[config.mk]
export PLATFORM = sky130hd
export DESIGN_NAME = perm_exec_unit
export DESIGN_NICKNAME = d
export VERILOG_FILES = /design/src/rtl/perm_pkg.sv /design/src/rtl/bit_scatter.sv /design/src/rtl/byte_shuffle.sv /design/src/rtl/masked_parity.sv /design/src/rtl/perm_exec_unit.sv
export SDC_FILE = /design/constraint.sdc
export NUM_CORES = 1
export LEC_CHECK = 0
export ABC_AREA = 1
export BUFFER_PORTS_ARGS = -buffer_cell sky130_fd_sc_hd__clkbuf_2
export CORE_UTILIZATION = 35
export CTS_BUF_LIST = sky130_fd_sc_hd__clkbuf_2 sky130_fd_sc_hd__clkbuf_4 sky130_fd_sc_hd__clkbuf_8
export DETAILED_ROUTE_END_ITERATION = 6
export SLEW_MARGIN = 40
export SYNTH_ARGS = -nofsm -noshare
export SYNTH_HDL_FRONTEND = slang
export SYNTH_SLANG_ARGS = --single-unit
[constraint.sdc]
create_clock -name clk -period 1.4 [get_ports clk]
set_input_delay 0 -clock clk [delete_from_list [all_inputs] [get_ports clk]]
set_output_delay 0 -clock clk [all_outputs]
set_load 0.1 [all_outputs]
[src/rtl/perm_pkg.sv]
package perm_pkg;

    typedef enum logic [1:0] {
        OP_NONE = 2'd0,
        OP_BITP = 2'd1,
        OP_BYTP = 2'd2,
        OP_RXOR = 2'd3
    } perm_op_e;

    typedef enum logic {
        ST_IDLE = 1'b0,
        ST_SHOW = 1'b1
    } stage_state_e;

endpackage

[src/rtl/bit_scatter.sv]
module bit_scatter #(
    parameter int WORD_W  = 32,
    parameter int FIELD_W = 4,
    localparam int LANES  = WORD_W / FIELD_W,
    localparam int SPAN   = 1 << FIELD_W
) (
    input  logic [SPAN-1:0]   src_low,
    input  logic [WORD_W-1:0] base,
    input  logic [WORD_W-1:0] dst_idx,
    input  logic [WORD_W-1:0] src_idx,
    output logic [WORD_W-1:0] scattered
);
    // Ascending lane order: a later lane overrides an earlier one.
    always_comb begin
        scattered = base;
        for (int lane = 0; lane < LANES; lane++) begin
            scattered[dst_idx[lane*FIELD_W +: FIELD_W]] =
                src_low[src_idx[lane*FIELD_W +: FIELD_W]];
        end
    end
endmodule

[src/rtl/byte_shuffle.sv]
module byte_shuffle #(
    parameter int WORD_W = 32,
    parameter int BYTE_W = 8,
    localparam int NBYTES = WORD_W / BYTE_W,
    localparam int SEL_W  = $clog2(NBYTES),
    localparam int SELS_W = NBYTES * SEL_W
) (
    input  logic [WORD_W-1:0] src,
    input  logic [SELS_W-1:0] sel,
    output logic [WORD_W-1:0] shuffled
);
    for (genvar b = 0; b < NBYTES; b++) begin : g_lane
        logic [SEL_W-1:0] pick;
        assign pick = sel[b*SEL_W +: SEL_W];
        assign shuffled[b*BYTE_W +: BYTE_W] = src[pick*BYTE_W +: BYTE_W];
    end
endmodule

[src/rtl/masked_parity.sv]
module masked_parity #(
    parameter int WORD_W = 32
) (
    input  logic [WORD_W-1:0] src,
    input  logic [WORD_W-1:0] mask,
    output logic              parity
);
    assign parity = ^(src & mask);
endmodule

[src/rtl/perm_exec_unit.sv]
module perm_exec_unit
    import perm_pkg::*;
#(
    parameter int WORD_W  = 32,
    parameter int FIELD_W = 4,
    parameter int BYTE_W  = 8
) (
    input  logic              clk,
    input  logic              rst_n,
    input  logic              issue,
    input  logic [1:0]        op,
    input  logic [WORD_W-1:0] src_val,
    input  logic [WORD_W-1:0] dst_val,
    input  logic [WORD_W-1:0] pat_a,
    input  logic [WORD_W-1:0] pat_b,
    output logic              out_valid,
    output logic [WORD_W-1:0] res_data,
    output logic              res_we,
    output logic              cf_out,
    output logic              cf_we
);
    localparam int SPAN   = 1 << FIELD_W;
    localparam int NBYTES = WORD_W / BYTE_W;
    localparam int SELS_W = NBYTES * $clog2(NBYTES);

    perm_op_e     op_e;
    stage_state_e state_q, state_d;
    logic [WORD_W-1:0] scat_w, shuf_w, data_d;
    logic parity_w, we_d, cfwe_d, cf_d;

    assign op_e = perm_op_e'(op);

    bit_scatter #(.WORD_W(WORD_W), .FIELD_W(FIELD_W)) u_scatter (
        .src_low  (src_val[SPAN-1:0]),
        .base     (dst_val),
        .dst_idx  (pat_a),
        .src_idx  (pat_b),
        .scattered(scat_w)
    );

    byte_shuffle #(.WORD_W(WORD_W), .BYTE_W(BYTE_W)) u_shuffle (
        .src     (src_val),
        .sel     (pat_a[SELS_W-1:0]),
        .shuffled(shuf_w)
    );

    masked_parity #(.WORD_W(WORD_W)) u_parity (
        .src   (src_val),
        .mask  (pat_a),
        .parity(parity_w)
    );

    // Result selection per op code.
    always_comb begin
        data_d = dst_val;
        we_d   = 1'b0;
        cfwe_d = 1'b0;
        cf_d   = 1'b0;
        unique case (op_e)
            OP_NONE: ;
            OP_BITP: begin data_d = scat_w; we_d = 1'b1; end
            OP_BYTP: begin data_d = shuf_w; we_d = 1'b1; end
            OP_RXOR: begin cf_d = parity_w; cfwe_d = 1'b1; end
        endcase
    end

    // Next-state logic: T_ISSUE / T_DRAIN.
    always_comb begin
        unique case (state_q)
            ST_IDLE: state_d = issue ? ST_SHOW : ST_IDLE;
            ST_SHOW: state_d = issue ? ST_SHOW : ST_IDLE;
        endcase
    end

    // State register.
    always_ff @(posedge clk) begin
        if (!rst_n) state_q <= ST_IDLE;
        else        state_q <= state_d;
    end

    // Output stage.
    always_ff @(posedge clk) begin
        if (!rst_n) begin
            res_data <= '0;
            res_we   <= 1'b0;
            cf_out   <= 1'b0;
            cf_we    <= 1'b0;
        end else if (issue) begin
            res_data <= data_d;
            res_we   <= we_d;
            cf_out   <= cf_d;
            cf_we    <= cfwe_d;
        end else begin
            res_we   <= 1'b0;
            cf_we    <= 1'b0;
        end
    end

    assign out_valid = (state_q == ST_SHOW);


    valid_after_issue_chk: assert property (@(posedge clk) disable iff (!rst_n)
        issue |=> out_valid);


    quiet_after_gap_chk: assert property (@(posedge clk) disable iff (!rst_n)
        !issue |=> (!out_valid && !res_we && !cf_we && $stable(res_data) && $stable(cf_out)));


    enable_needs_valid_chk: assert property (@(posedge clk) disable iff (!rst_n)
        (res_we || cf_we) |-> out_valid);


    parity_flag_only_chk: assert property (@(posedge clk) disable iff (!rst_n)
        (issue && op == 2'd3) |=> (cf_we && !res_we && res_data == $past(dst_val)));


    if (SPAN < WORD_W) begin : g_upper_chk
        scatter_upper_kept_chk: assert property (@(posedge clk) disable iff (!rst_n)
            (issue && op == 2'd1) |=> (res_data[WORD_W-1:SPAN] == $past(dst_val[WORD_W-1:SPAN])));
    end
endmodule

Yosys cells after proc, flatten, opt, wreduce, memory -nomap -nowiden --
Cells that the tools add are included. Widths: inputs -> output; s select.
Storage, ports and cells: ROM bits 0, bits in writable memories 0, memories 0, output and inout bits 36, bits in registers 36, word-level logic and storage cells 93, input bits 133, bits in latches 0
Operators by class: bitwise gates (word level) 1, multiply operators 0, divide/modulo/power cells 0, magnitude comparators 24, eq/ne operators 3, muxes and demuxes 45, add/sub/neg operators 0, shift operators 4, reductions and logical operators 11
Operators with widths (number):
- $bwmux 32 | 8
- $shiftx 32x6->8 | 4
- $pmux 32 s2 | 1
- $lt 4x6->1 const B | 8
- $lt 4x5->1 const B | 8
- $and 32x32->32 | 1
- $bmux 1 s4 | 8
- $demux 1 s4 | 8
- $ge 4x1->1 const B | 8
- $reduce_xor 32->1 | 1
- $mux 1 | 20
- $logic_and 1x1->1 | 8
- $eq 2x2->1 const B | 2
- $eq 2x1->1 const B | 1
- $reduce_and 2->1 | 1
- $reduce_or 2->1 | 1

Depth between registers and ports, before layout --
Gate-level depths: netlist of run 1.
depth after elaboration 13, mapped depth 19, gate-level depth less buffers 18

Cells and area by module --
From an unflattened synthesis of run 1, not the netlist that was laid out.
Second synthesis, totals: cells, all modules 1697, area total of the unflattened synthesis 8197.9 sq um
Modules (own cells, without submodules):
- bit_scatter | area an instance 4026.4 sq um, cells an instance 908, instances 1, sequential area each 0.0 sq um
- perm_exec_unit | area an instance 2094.5 sq um, cells an instance 306, instances 1, sequential area each 720.7 sq um
- byte_shuffle | area an instance 1224.9 sq um, cells an instance 280, instances 1, sequential area each 0.0 sq um
- masked_parity | area an instance 852.1 sq um, cells an instance 203, instances 1, sequential area each 0.0 sq um

Worst setup path before layout of run 1 --
Ideal clock, no wire load.
path kind input -> register, from in pat_b[12], to reg res_data[7], arrival time 1.343 ns, required time 1.275 ns, setup slack -0.068 ns, library setup time 0.125 ns, stages on the path 17, buffers on the path 3, cells stage by stage buf_6 buf_6 o211ai_1 nand2_1 o211ai_1 nand2_2 inv_2 buf_6 nand2_2 nand2_1 inv_1 nand2_1 nand2_1 nand2_1 nand2_1 nand2_2 a21oi_2
On the way: cells in the longest elaborated chain, start to end 8
RTL lines:
- from (decl) | RTL line perm_exec_unit.sv:15 | input logic [WORD_W-1:0] pat_b,
- $bmux 1 s4 | RTL line bit_scatter.sv:18 | src_low[src_idx[lane*FIELD_W +: FIELD_W]];
- $mux 1 (not written as such) | RTL line bit_scatter.sv:18
- $bwmux 32 (5 in a row) | RTL line bit_scatter.sv:17 | scattered[dst_idx[lane*FIELD_W +: FIELD_W]] =
- $pmux 32 s2 | RTL line perm_exec_unit.sv:59 | unique case (op_e)
- to (signal assigned) | RTL line perm_exec_unit.sv:89 | res_data <= data_d;
- to (decl) | RTL line perm_exec_unit.sv:17 | output logic [WORD_W-1:0] res_data,
No other way between the ends. The select of a mux whose other input is x is not followed. A chain may end at the register's enable or synchronous reset.

Final worst setup path of run 1 --
from in pat_b[0], to reg res_data[15]
On the way: cells in the longest elaborated chain, start to end 11
RTL lines (RTL line):
- $bmux 1 s4 | bit_scatter.sv:18
- $mux 1 (not written as such) | bit_scatter.sv:18
- $bwmux 32 (8 in a row) | bit_scatter.sv:17
- $pmux 32 s2 | perm_exec_unit.sv:59
No other way between the ends. The select of a mux whose other input is x is not followed.

==> results of run 1 <==
[layout by cell type, fill, tap and decap left out, types with 13 or more instances in the layout]
master    instances
nand2_1         362
buf_4           157
clkbuf_2        152
inv_1           146
nor2_1          120
o21ai_0          78
a21oi_1          71
nand3_1          47
nand2_2          40
a31oi_1          38
dfxtp_1          36
nand3_2          30
o22ai_1          27
xnor2_1          24
o211ai_1         18
a21oi_2          16
a221oi_1         16
a211oi_1         16
nand4_1          14
clkinv_1         13
[report_power, final]
part           switching [mW]  internal [mW]  leakage [nW]
sequential             0.0419           1.10         0.298
combinational            2.52           1.37          4.47
clock                   0.410          0.439        0.0503
total                    2.98           2.91          4.82
[cell usage after synthesis, drive strengths merged]
master,instances
nand2,406
a221oi,16
nand3,82
xor2,4
a31oi,39
o21ai,92
a21boi,1
o221ai,12
nand3b,1
inv,165
a21oi,89
nand4,14
o22ai,27
buf,32
dfxtp,36
bufbuf,1
nor3,3
o21bai,1
a211oi,16
o211ai,19
clkbuf,19
or2,3
ha,3
a311o,1
dlygate4sd1,2
clkinv,13
a22oi,8
xnor2,26
nor2,122
[area by class of cell]
cell class | instances | share of cell area
inverter | 178 | 0.0738
clock buffer | 7 | 0.0101
timing repair inverter | 1 | 0.000523
timing repair buffer | 352 | 0.259
sequential | 36 | 0.0753
multi-input combinational | 987 | 0.551
tap | 229 | 0.0299
[worst min-delay path by stage]
stage / from / end / slack (ns) / cells after the start
2_1_floorplan: issue / cf_we / 0.14 / 2
3_3_place_gp: dst_val[20] / res_data[20] / 0.29 / 3
3_5_place_dp: dst_val[30] / res_data[30] / 0.30 / 3
4_1_cts: dst_val[21] / res_data[21] / 0.003 / 3
5_1_grt: dst_val[21] / res_data[21] / 0.02 / 3
6_report: dst_val[23] / res_data[23] / 0.002 / 3
[critical path: cells and delay by family]
family          cells  cell delay (ns)
compound gates      2             0.23
buf+inv             2             0.25
simple gates       12             1.15
[registers in the layout (all words and copies together), names as in the netlist]
| name | flops |
|---|---|
| cf_we | 1 |
| res_we | 1 |
| cf_out | 1 |
| out_valid | 1 |
| res_data | 32 |
[kinds of logic (layout without fill, tap and decap cells)]
family                   Yosys count  in the layout  synth area share
AO/OA/AOI/OAI                    321            321             0.296
flip-flops                        36             36             0.109
adder cells (fa/ha/maj)            3              3           0.00569
AND/OR/NAND/NOR                  631            633             0.397
buffers and inverters            232            538             0.153
XOR/XNOR                          30             30            0.0398
[per-stage QoR]
stage                     setup slack [ns]  TNS [ns]   util  area, um2  cells
final                              -0.0660    -0.165  0.525       9570   1790
after global routing                -0.146     -1.52  0.525       9570   1790
after CTS                         -0.00635  -0.00635  0.498       9060   1778
after detailed placement            -0.435     -6.48  0.478       8700   1757
after global placement              -0.385     -5.71  0.478       8700   1757
after floorplan                    -0.0682    -0.666      -       6610   1253
[routing by layer]
| layer | GRT usage | routed length (um) | vias up | share of wire |
|---|---|---|---|---|
| li1 | - | - | 4776 | - |
| met1 | 0.436 | 13900 | 4465 | 0.44 |
| met2 | 0.491 | 13700 | 582 | 0.43 |
| met3 | 0.0379 | 2970 | 87 | 0.094 |
| met4 | 0.0971 | 1240 | 0 | 0.039 |
| met5 | 0 | 0 | - | 0 |
[what timing repair did]
action / in CTS / in global routing
gates cloned: 1 / 4
hold buffers: 12 / 0
resized for setup: 34 / 129
endpoints found under the setup margin: 16 / 17
pin swaps: 21 / 50
hold endpoints to repair: 12 / 0
setup buffers: 1 / 8
==> flow_summary_export.csv, run 1 <==
group,metric,value,unit
outcome,status,"complete, but fails checks",
outcome,violations,"negative setup slack",
clock_network,clk_latency,0.29,ns
setup_path,crit_arrival,1.64,ns
setup_path,worstReg2RegEnd,"res_data[3]",
global_route,antenna_found_initial,0,
timing,fin_crit_sh,1.05,
logic_synthesis,yosys-top-cells-area,"nand2_1, dfxtp_1, inv_1",
global_route,grt_overflow,0,
logic_synthesis,synth_top_area_share,0.222,
clock_network,root_buffer,"clkbuf_8",
setup_path,worstPathRequired,1.58,ns
layout,area_growth_syn_to_layout,45.0,%
placement,gp_congestion,0.959,
power_and_ir_drop,powerDensity,615,nW/um2
timing,max-slew-margin-rel,0.589,
floorplanning,initial_core_util,0.362,
timing,clock_skew,0,ns
power_and_ir_drop,max-vdd-ir-drop,0.447,mV
timing,drv_slew,0,
clock_network,clk_path_buf_depth,2,
layout,nets,1697,
setup_path,endpoint_kind,"register",
setup_path,cp-start-kind,"input pin",
timing,max_freq,682,MHz
logic_synthesis,synth_seq_area_share,0.109,
logic_synthesis,syn_area,6600,um2
setup_path,crit_path_cell_trace,"buf_8 > clkbuf_16 > o211ai_1 > nand3_2 > nand3_4 > nand2_8 > nand2_4 > nand3_4 > nand3_2 > nand3_2 > nand2_2 > nand2_2 > nand2_2 > nand2_1 > nand2_1 > a21oi_1",
clock_network,h-tree-depth,2,
layout,drive_gt1_frac,0.307,
clock_network,cts_tree,"built",
timing,period_minus_slack,1.47,ns
setup_path,critPathKind,"input pin to register",
routing,vias,9910,
logic_synthesis,syn_area_per_cell,5.26,um2
setup_path,crit_slowest_cell,"o211ai_1",
logic_synthesis,syn-instance-count,1253,
routing,ant_nets,0,
routing,via_per_inst,5.54,
global_route,grt_pass1_wl,47.4,mm
routing,drcViolationCount,0,
layout,fillers,1972,
setup_path,crit_start,"pat_b[0]",
logic_synthesis,ys_ff_latch,36,
setup_path,crit_path_max_incr_delay,0.18,ns
flow_run,maxCapViolations,0,
setup_path,r2r.worst_path.cells,2,
floorplanning,fp.dieArea,19400,um2
logic_synthesis,synth_cell_types,41,
routing,wire_per_inst,17.7,um
floorplanning,core_area,18200,um2
power_and_ir_drop,total_power,5.89,mW
global_route,grt_max_degree,35,
power_and_ir_drop,leakage,4.82,nW
placement,io_buffer_count,168,
timing,whs,0.00213,ns
setup_path,rrSetupSlack,0.67,ns
logic_synthesis,ys_warn_count,0,
logic_synthesis,yosysTopAreaCell,"nand2_1",
placement,hpwl,24.7,mm
setup_path,r2r-start,"res_data[3]",
timing,final-hold-violation-count,0,
layout,num_antenna_cells,0,
layout,seq_area,721,um2
setup_path,path_max_fanout,8,
floorplanning,fp.dieW,139,um
timing,worst_slack,-0.0660,ns
clock_network,cts.clk_slew.worst_paths,0.08,ns
routing,drt-initial-drc-count,1296,
clock_network,clock_sinks,36,
layout,multi_input_area,5270,um2
global_route,grt_pass1_vias,8690,
timing,worst_pin_slew,0.617,ns
clock_network,cts_buffers,5,
floorplanning,die_h,139,um
logic_synthesis,syn_nets,1389,
routing,drt_first_pass_iters,7,
worst_hold_path,hold_class,"input pin to register",
timing,rsz0062_at_grt,"true",
floorplanning,ios,169,
floorplanning,rows,49,
setup_path,endpoint,"res_data[15]",
global_route,grt_use_total,0.310,
timing,finalSetupViolations,5,
routing,routed_wl,31.8,mm
Power figures use the tool's default switching activity.
==> inputs of run 2 (changes only) <==
--- a/config.mk
+++ b/config.mk
@@ -7,9 +7,10 @@
 export LEC_CHECK = 0
 export ABC_AREA = 1
 export BUFFER_PORTS_ARGS = -buffer_cell sky130_fd_sc_hd__clkbuf_2
-export CORE_UTILIZATION = 35
+export CORE_UTILIZATION = 51
 export CTS_BUF_LIST = sky130_fd_sc_hd__clkbuf_2 sky130_fd_sc_hd__clkbuf_4 sky130_fd_sc_hd__clkbuf_8
 export DETAILED_ROUTE_END_ITERATION = 6
+export PLACE_DENSITY = 0.8
 export SLEW_MARGIN = 40
 export SYNTH_ARGS = -nofsm -noshare
 export SYNTH_HDL_FRONTEND = slang
==> flow_summary_export.csv, run 2 (same netlist as run 1, synthesis figures left out) <==
group,metric,value,unit
outcome,status,"complete, but fails checks",
outcome,violations,"design-rule violations, negative hold slack, negative setup slack",
clock_network,cts_buffers,5,
floorplanning,die_h,116,um
worst_hold_path,hold_class,"input pin to register",
global_route,grt_pass1_vias,8781,
power_and_ir_drop,max-vdd-ir-drop,0.344,mV
setup_path,endpoint_kind,"register",
timing,fin_crit_sh,1.23,
timing,worst_pin_slew,0.651,ns
setup_path,crit_arrival,1.95,ns
global_route,grt_max_degree,35,
floorplanning,rows,41,
floorplanning,core_area,12600,um2
timing,final-hold-violation-count,2,
routing,via_per_inst,6.20,
layout,largest_register,"res_data",
timing,clock_skew,0,ns
layout,post-route-cell-area,9770,um2
clock_network,clk_path_buf_depth,2,
global_route,antenna_found_initial,0,
global_route,grt_pass1_wl,44.5,mm
worst_hold_path,hp-start,"dst_val[17]",
timing,whs,-0.00497,ns
setup_path,crit_family,"simple AND/OR/NAND/NOR gates",
placement,hpwl,23.0,mm
routing,drt_first_pass_iters,7,
setup_path,worstPathRequired,1.63,ns
floorplanning,fp.dieW,116,um
clock_network,clock_sinks,36,
setup_path,cp-start-kind,"input pin",
timing,rsz0062_at_grt,"true",
placement,placed_area,8620,um2
layout,fillers,967,
timing,finalSetupViolations,16,
layout,post-route-util,0.775,
routing,drt-initial-drc-count,1687,
routing,wire_per_inst,18.6,um
setup_path,r2r.worst_path.cells,2,
setup_path,crit_path_max_incr_delay,0.17,ns
setup_path,rrSetupSlack,0.64,ns
setup_path,crit_path_frequent_cell,"nand2_1",
floorplanning,initial_core_util,0.523,
timing,period_minus_slack,1.72,ns
setup_path,crit_slowest_cell,"nand2_2",
layout,final_cell_mix,"nand2_1, buf_4, clkbuf_2",
clock_network,clk_latency,0.29,ns
setup_path,cp_num_buf_inv,3,
placement,io_buffer_count,168,
power_and_ir_drop,powerDensity,612,nW/um2
setup_path,r2r-start,"res_data[11]",
timing,worst_slack,-0.317,ns
layout,largest_reg_flops,32,
setup_path,worstReg2RegEnd,"res_data[11]",
timing,drv_slew,0,
timing,finalSetupTns,-2.92,ns
timing,max-slew-margin-rel,0.562,
layout,final_common_cell,"nand2_1",
routing,drcViolationCount,1,
flow_run,maxCapViolations,0,
floorplanning,ios,169,
global_route,grt_use_total,0.426,
placement,gp_congestion,1.01,
routing,routed_wl,32.3,mm
layout,area_growth_syn_to_layout,48.2,%
timing,max_freq,582,MHz
setup_path,crit_path_cell_trace,"clkbuf_16 > clkinvlp_4 > nand2_2 > nand3_2 > nand3_2 > nand3_4 > buf_12 > nand2_8 > nand2_1 > nand2_1 > nand2_1 > nand2_1 > nand2_1 > nand2_1 > nand2_1 > nand2_1 > nand2_1 > nand2_1 > nand2_1 > a21oi_2",
setup_path,critPathKind,"input pin to register",
routing,vias,10800,
routing,ant_nets,0,
global_route,grt_overflow,0,
power_and_ir_drop,leakage,4.91,nW
layout,drive_gt1_frac,0.331,
layout,num_antenna_cells,0,
clock_network,cts_tree,"built",
clock_network,root_buffer,"clkbuf_8",
setup_path,path_max_fanout,8,
clock_network,h-tree-depth,2,
floorplanning,fp.dieArea,13400,um2
worst_hold_path,min_path_cells,3,
worst_hold_path,min_to,"res_data[17]",
layout,nets,1698,
clock_network,cts.clk_slew.worst_paths,0.07,ns
[run 2: changes by cell type in the layout (fill, tap and decap cells not counted), moves of 5 or more]
cell and delta:
nand3_1 -11, o21ai_0 -5, nand3_2 +10, inv_2 -6, dlygate4sd3_1 -11, buf_6 +17
[run 2: power by group]
| part | switching, mW | leakage, nW | internal, mW |
|---|---|---|---|
| sequential | 0.0419 | 0.298 | 1.10 |
| combinational | 2.65 | 4.57 | 1.46 |
| clock | 0.362 | 0.0445 | 0.358 |
| total | 3.06 | 4.91 | 2.92 |
[run 2: worst min-delay path, cell delays in order]
cell      delay [ns]
clkbuf_2        0.07
a21oi_1         0.05
a21oi_1         0.12
[run 2: worst max path at each step]
stage	from	end	slack (ns)	cells after the start
after floorplan	pat_b[12]	res_data[7]	-0.07	17
after global placement	pat_b[0]	res_data[12]	-0.41	18
after detailed placement	pat_b[0]	res_data[12]	-0.45	18
after CTS	pat_b[0]	res_data[15]	-0.04	17
after global routing	src_val[7]	res_data[11]	-0.43	20
final	pat_b[0]	res_data[11]	-0.32	20
[run 2: timing repair]
item,CTS,global route
setup buffers,3,15
gates resized for setup,51,189
hold endpoints to repair,1,0
cloned,1,3
pin swaps,30,73
setup endpoints to repair,15,17
hold buffers,1,0
[run 2: per-layer routing]
layer	routed length, um	GRT usage	vias to the layer above	share of wire
li1	-	-	4794	-
met3	4760	0.0649	265	0.15
met5	0	0	-	0
met4	2470	0.222	0	0.076
met2	13600	0.669	1013	0.42
met1	11500	0.564	4685	0.36
[run 2: layout make-up]
type | instances | area, um2 | share of cell area
Multi-Input combinational cell | 987 | 5440 | 0.556
Timing Repair Buffer | 353 | 2560 | 0.262
Inverter | 178 | 751 | 0.0768
Sequential cell | 36 | 721 | 0.0737
Tap cell | 172 | 215 | 0.0220
Clock buffer | 6 | 76.3 | 0.00781
Clock inverter | 1 | 5.00 | 0.000512
Timing Repair inverter | 1 | 5.00 | 0.000512
[run 2: per-stage QoR]
step | total power [mW] | std cells | worst slack, ns | hold WS [ns]
6_report | 5.98 | 1734 | -0.317 | -0.00497
5_1_grt | 6.22 | 1734 | -0.431 | 0.0106
4_1_cts | 5.44 | 1717 | -0.0354 | 0.000670
3_5_place_dp | 4.59 | 1706 | -0.447 | 0.294
3_3_place_gp | 4.56 | 1706 | -0.413 | 0.287
2_1_floorplan | 3.31 | 1253 | -0.0682 | 0.137
==> inputs of run 3 (changes only) <==
--- a/config.mk
+++ b/config.mk
@@ -10,7 +10,7 @@
 export CORE_UTILIZATION = 51
 export CTS_BUF_LIST = sky130_fd_sc_hd__clkbuf_2 sky130_fd_sc_hd__clkbuf_4 sky130_fd_sc_hd__clkbuf_8
 export DETAILED_ROUTE_END_ITERATION = 6
-export PLACE_DENSITY = 0.8
+export PLACE_DENSITY_LB_ADDON = 0.25
 export SLEW_MARGIN = 40
 export SYNTH_ARGS = -nofsm -noshare
 export SYNTH_HDL_FRONTEND = slang
==> flow_summary_export.csv, run 3 (same netlist as run 1, synthesis figures left out) <==
group,metric,value,unit
timing,worst_slack,-0.146,ns
power_and_ir_drop,power.share.sequential,0.189,
power_and_ir_drop,p_sw,3.09,mW
setup_path,path_max_fanout,7,
power_and_ir_drop,leakage,4.93,nW
clock_network,h-tree-depth,2,
global_route,grt_use_total,0.440,
clock_network,cts_tree,"built",
clock_network,clk_path_buf_depth,2,
layout,fillers,1019,
setup_path,r2r-start,"res_data[12]",
routing,vias,10700,
floorplanning,initial_core_util,0.523,
power_and_ir_drop,total_power,6.06,mW
placement,gp_congestion,1.07,
floorplanning,core_area,12600,um2
worst_hold_path,min_to,"res_data[22]",
placement,hpwl,23.2,mm
power_and_ir_drop,p_clk_frac,0.132,
setup_path,worstReg2RegEnd,"res_data[12]",
timing,finalSetupViolations,12,
global_route,grt_pass1_vias,8910,
routing,drcViolationCount,0,
layout,largest_reg_flops,32,
worst_hold_path,min_path_cells,3,
setup_path,crit_path_cell_trace,"buf_6 > buf_12 > o21ai_0 > nand3_1 > nand3_4 > nand2_8 > buf_6 > a31oi_4 > nand2_1 > nand2_1 > nand2_1 > nand2_1 > nand2_1 > nand2_2 > a21oi_2",
timing,fin_crit_sh,1.10,
floorplanning,fp.dieArea,13400,um2
setup_path,crit_slowest_cell,"o21ai_0",
floorplanning,ios,169,
layout,final_cell_mix,"nand2_1, buf_4, clkbuf_2",
routing,drt_first_pass_iters,7,
setup_path,cp_num_buf_inv,3,
layout,area_growth_syn_to_layout,49.7,%
layout,nets,1711,
global_route,antenna_found_initial,0,
timing,clock_skew,0,ns
power_and_ir_drop,powerDensity,613,nW/um2
routing,via_per_inst,6.12,
clock_network,clk_latency,0.30,ns
timing,max_freq,647,MHz
setup_path,critPathKind,"input pin to register",
global_route,grt_overflow,0,
layout,post-route-util,0.782,
power_and_ir_drop,combPwrFrac,0.679,
setup_path,endpoint_kind,"register",
setup_path,cp-start-kind,"input pin",
timing,max-slew-margin-rel,0.604,
layout,num_antenna_cells,0,
routing,drt-initial-drc-count,1730,
setup_path,crit_arrival,1.73,ns
routing,wire_per_inst,18.4,um
setup_path,crit_family,"simple AND/OR/NAND/NOR gates",
power_and_ir_drop,sw_frac_of_total,0.510,
setup_path,crit_path_frequent_cell,"nand2_1",
worst_hold_path,hp-start,"dst_val[22]",
power_and_ir_drop,p_int,2.97,mW
clock_network,clock_sinks,36,
timing,whs,-0.00275,ns
outcome,status,"complete, but fails checks",
timing,worst_pin_slew,0.593,ns
outcome,violations,"negative hold slack, negative setup slack",
floorplanning,rows,41,
power_and_ir_drop,max-vdd-ir-drop,0.333,mV
routing,routed_wl,32.2,mm
flow_run,maxCapViolations,0,
floorplanning,fp.dieW,116,um
timing,rsz0062_at_grt,"true",
timing,period_minus_slack,1.55,ns
worst_hold_path,hold_class,"input pin to register",
clock_network,cts_buffers,5,
setup_path,crit_path_max_incr_delay,0.21,ns
global_route,grt_pass1_wl,45.8,mm
layout,largest_register,"res_data",
clock_network,root_buffer,"clkbuf_8",
layout,drive_gt1_frac,0.346,
placement,dp_slack,-0.408,ns
placement,io_buffer_count,168,
floorplanning,die_h,116,um
timing,drv_slew,0,
setup_path,rrSetupSlack,0.69,ns
timing,final-hold-violation-count,1,
setup_path,r2r.worst_path.cells,2,
clock_network,cts.clk_slew.worst_paths,0.08,ns
routing,ant_nets,0,
global_route,grt_max_degree,35,
layout,final_common_cell,"nand2_1",
setup_path,worstPathRequired,1.59,ns
-- run 3: worst reg2reg max path, cell delays in order, from the launching register on --
cell and delay [ns]:
dfxtp_1 0.33, o21ai_0 0.21, a21oi_2 0.05
-- run 3: worst max-delay path by stage --
stage	startpoint	end	slack [ns]	cells after the start
floorplan	pat_b[12]	res_data[7]	-0.07	17
global placement	pat_b[8]	res_data[11]	-0.39	16
global route	src_val[6]	res_data[1]	-0.26	16
CTS	src_val[13]	res_data[13]	-0.01	14
finish	src_val[8]	res_data[1]	-0.15	15
detailed placement	pat_b[4]	res_data[11]	-0.41	20
-- run 3: through the flow --
stage               std cells  setup TNS [ns]  cell area [um2]
global placement         1705           -5.31             8650
global route             1748           -2.07             9870
floorplan                1253          -0.666             6610
CTS                      1723         -0.0305             8910
detailed placement       1705           -5.47             8650
finish                   1748          -0.583             9870
-- run 3: cell type report --
class	instances	area [um2]	area share
Timing Repair Buffer	368	2660	0.270
Clock buffer	6	82.6	0.00836
Clock inverter	2	10.0	0.00101
Multi-Input combinational cell	986	5460	0.553
Inverter	178	721	0.0730
Sequential cell	36	721	0.0730
Tap cell	172	215	0.0218
-- run 3: layer usage --
layer	vias to the layer above	wire, um	GRT usage
li1	4811	-	-
met1	4729	12000	0.572
met2	953	14100	0.706
met3	206	4360	0.0873
met4	0	1780	0.191
met5	-	0	0
-- run 3: power groups by stage --
stage                     combinational (mW)  sequential [mW]  clock [mW]
after floorplan                         1.59             1.72           0
after global placement                  3.42             1.16           0
after detailed placement                3.44             1.17           0
after CTS                               3.52             1.14       0.797
after global routing                    4.31             1.15       0.841
final                                   4.11             1.15       0.801
-- run 3: repair_timing --
item | CTS | global route
cloned | 0 | 4
hold endpoints to repair | 9 | 0
setup endpoints to repair | 12 | 17
hold buffers | 9 | 0
pin swaps | 3 | 69
setup buffers | 1 | 21
gates resized for setup | 25 | 215
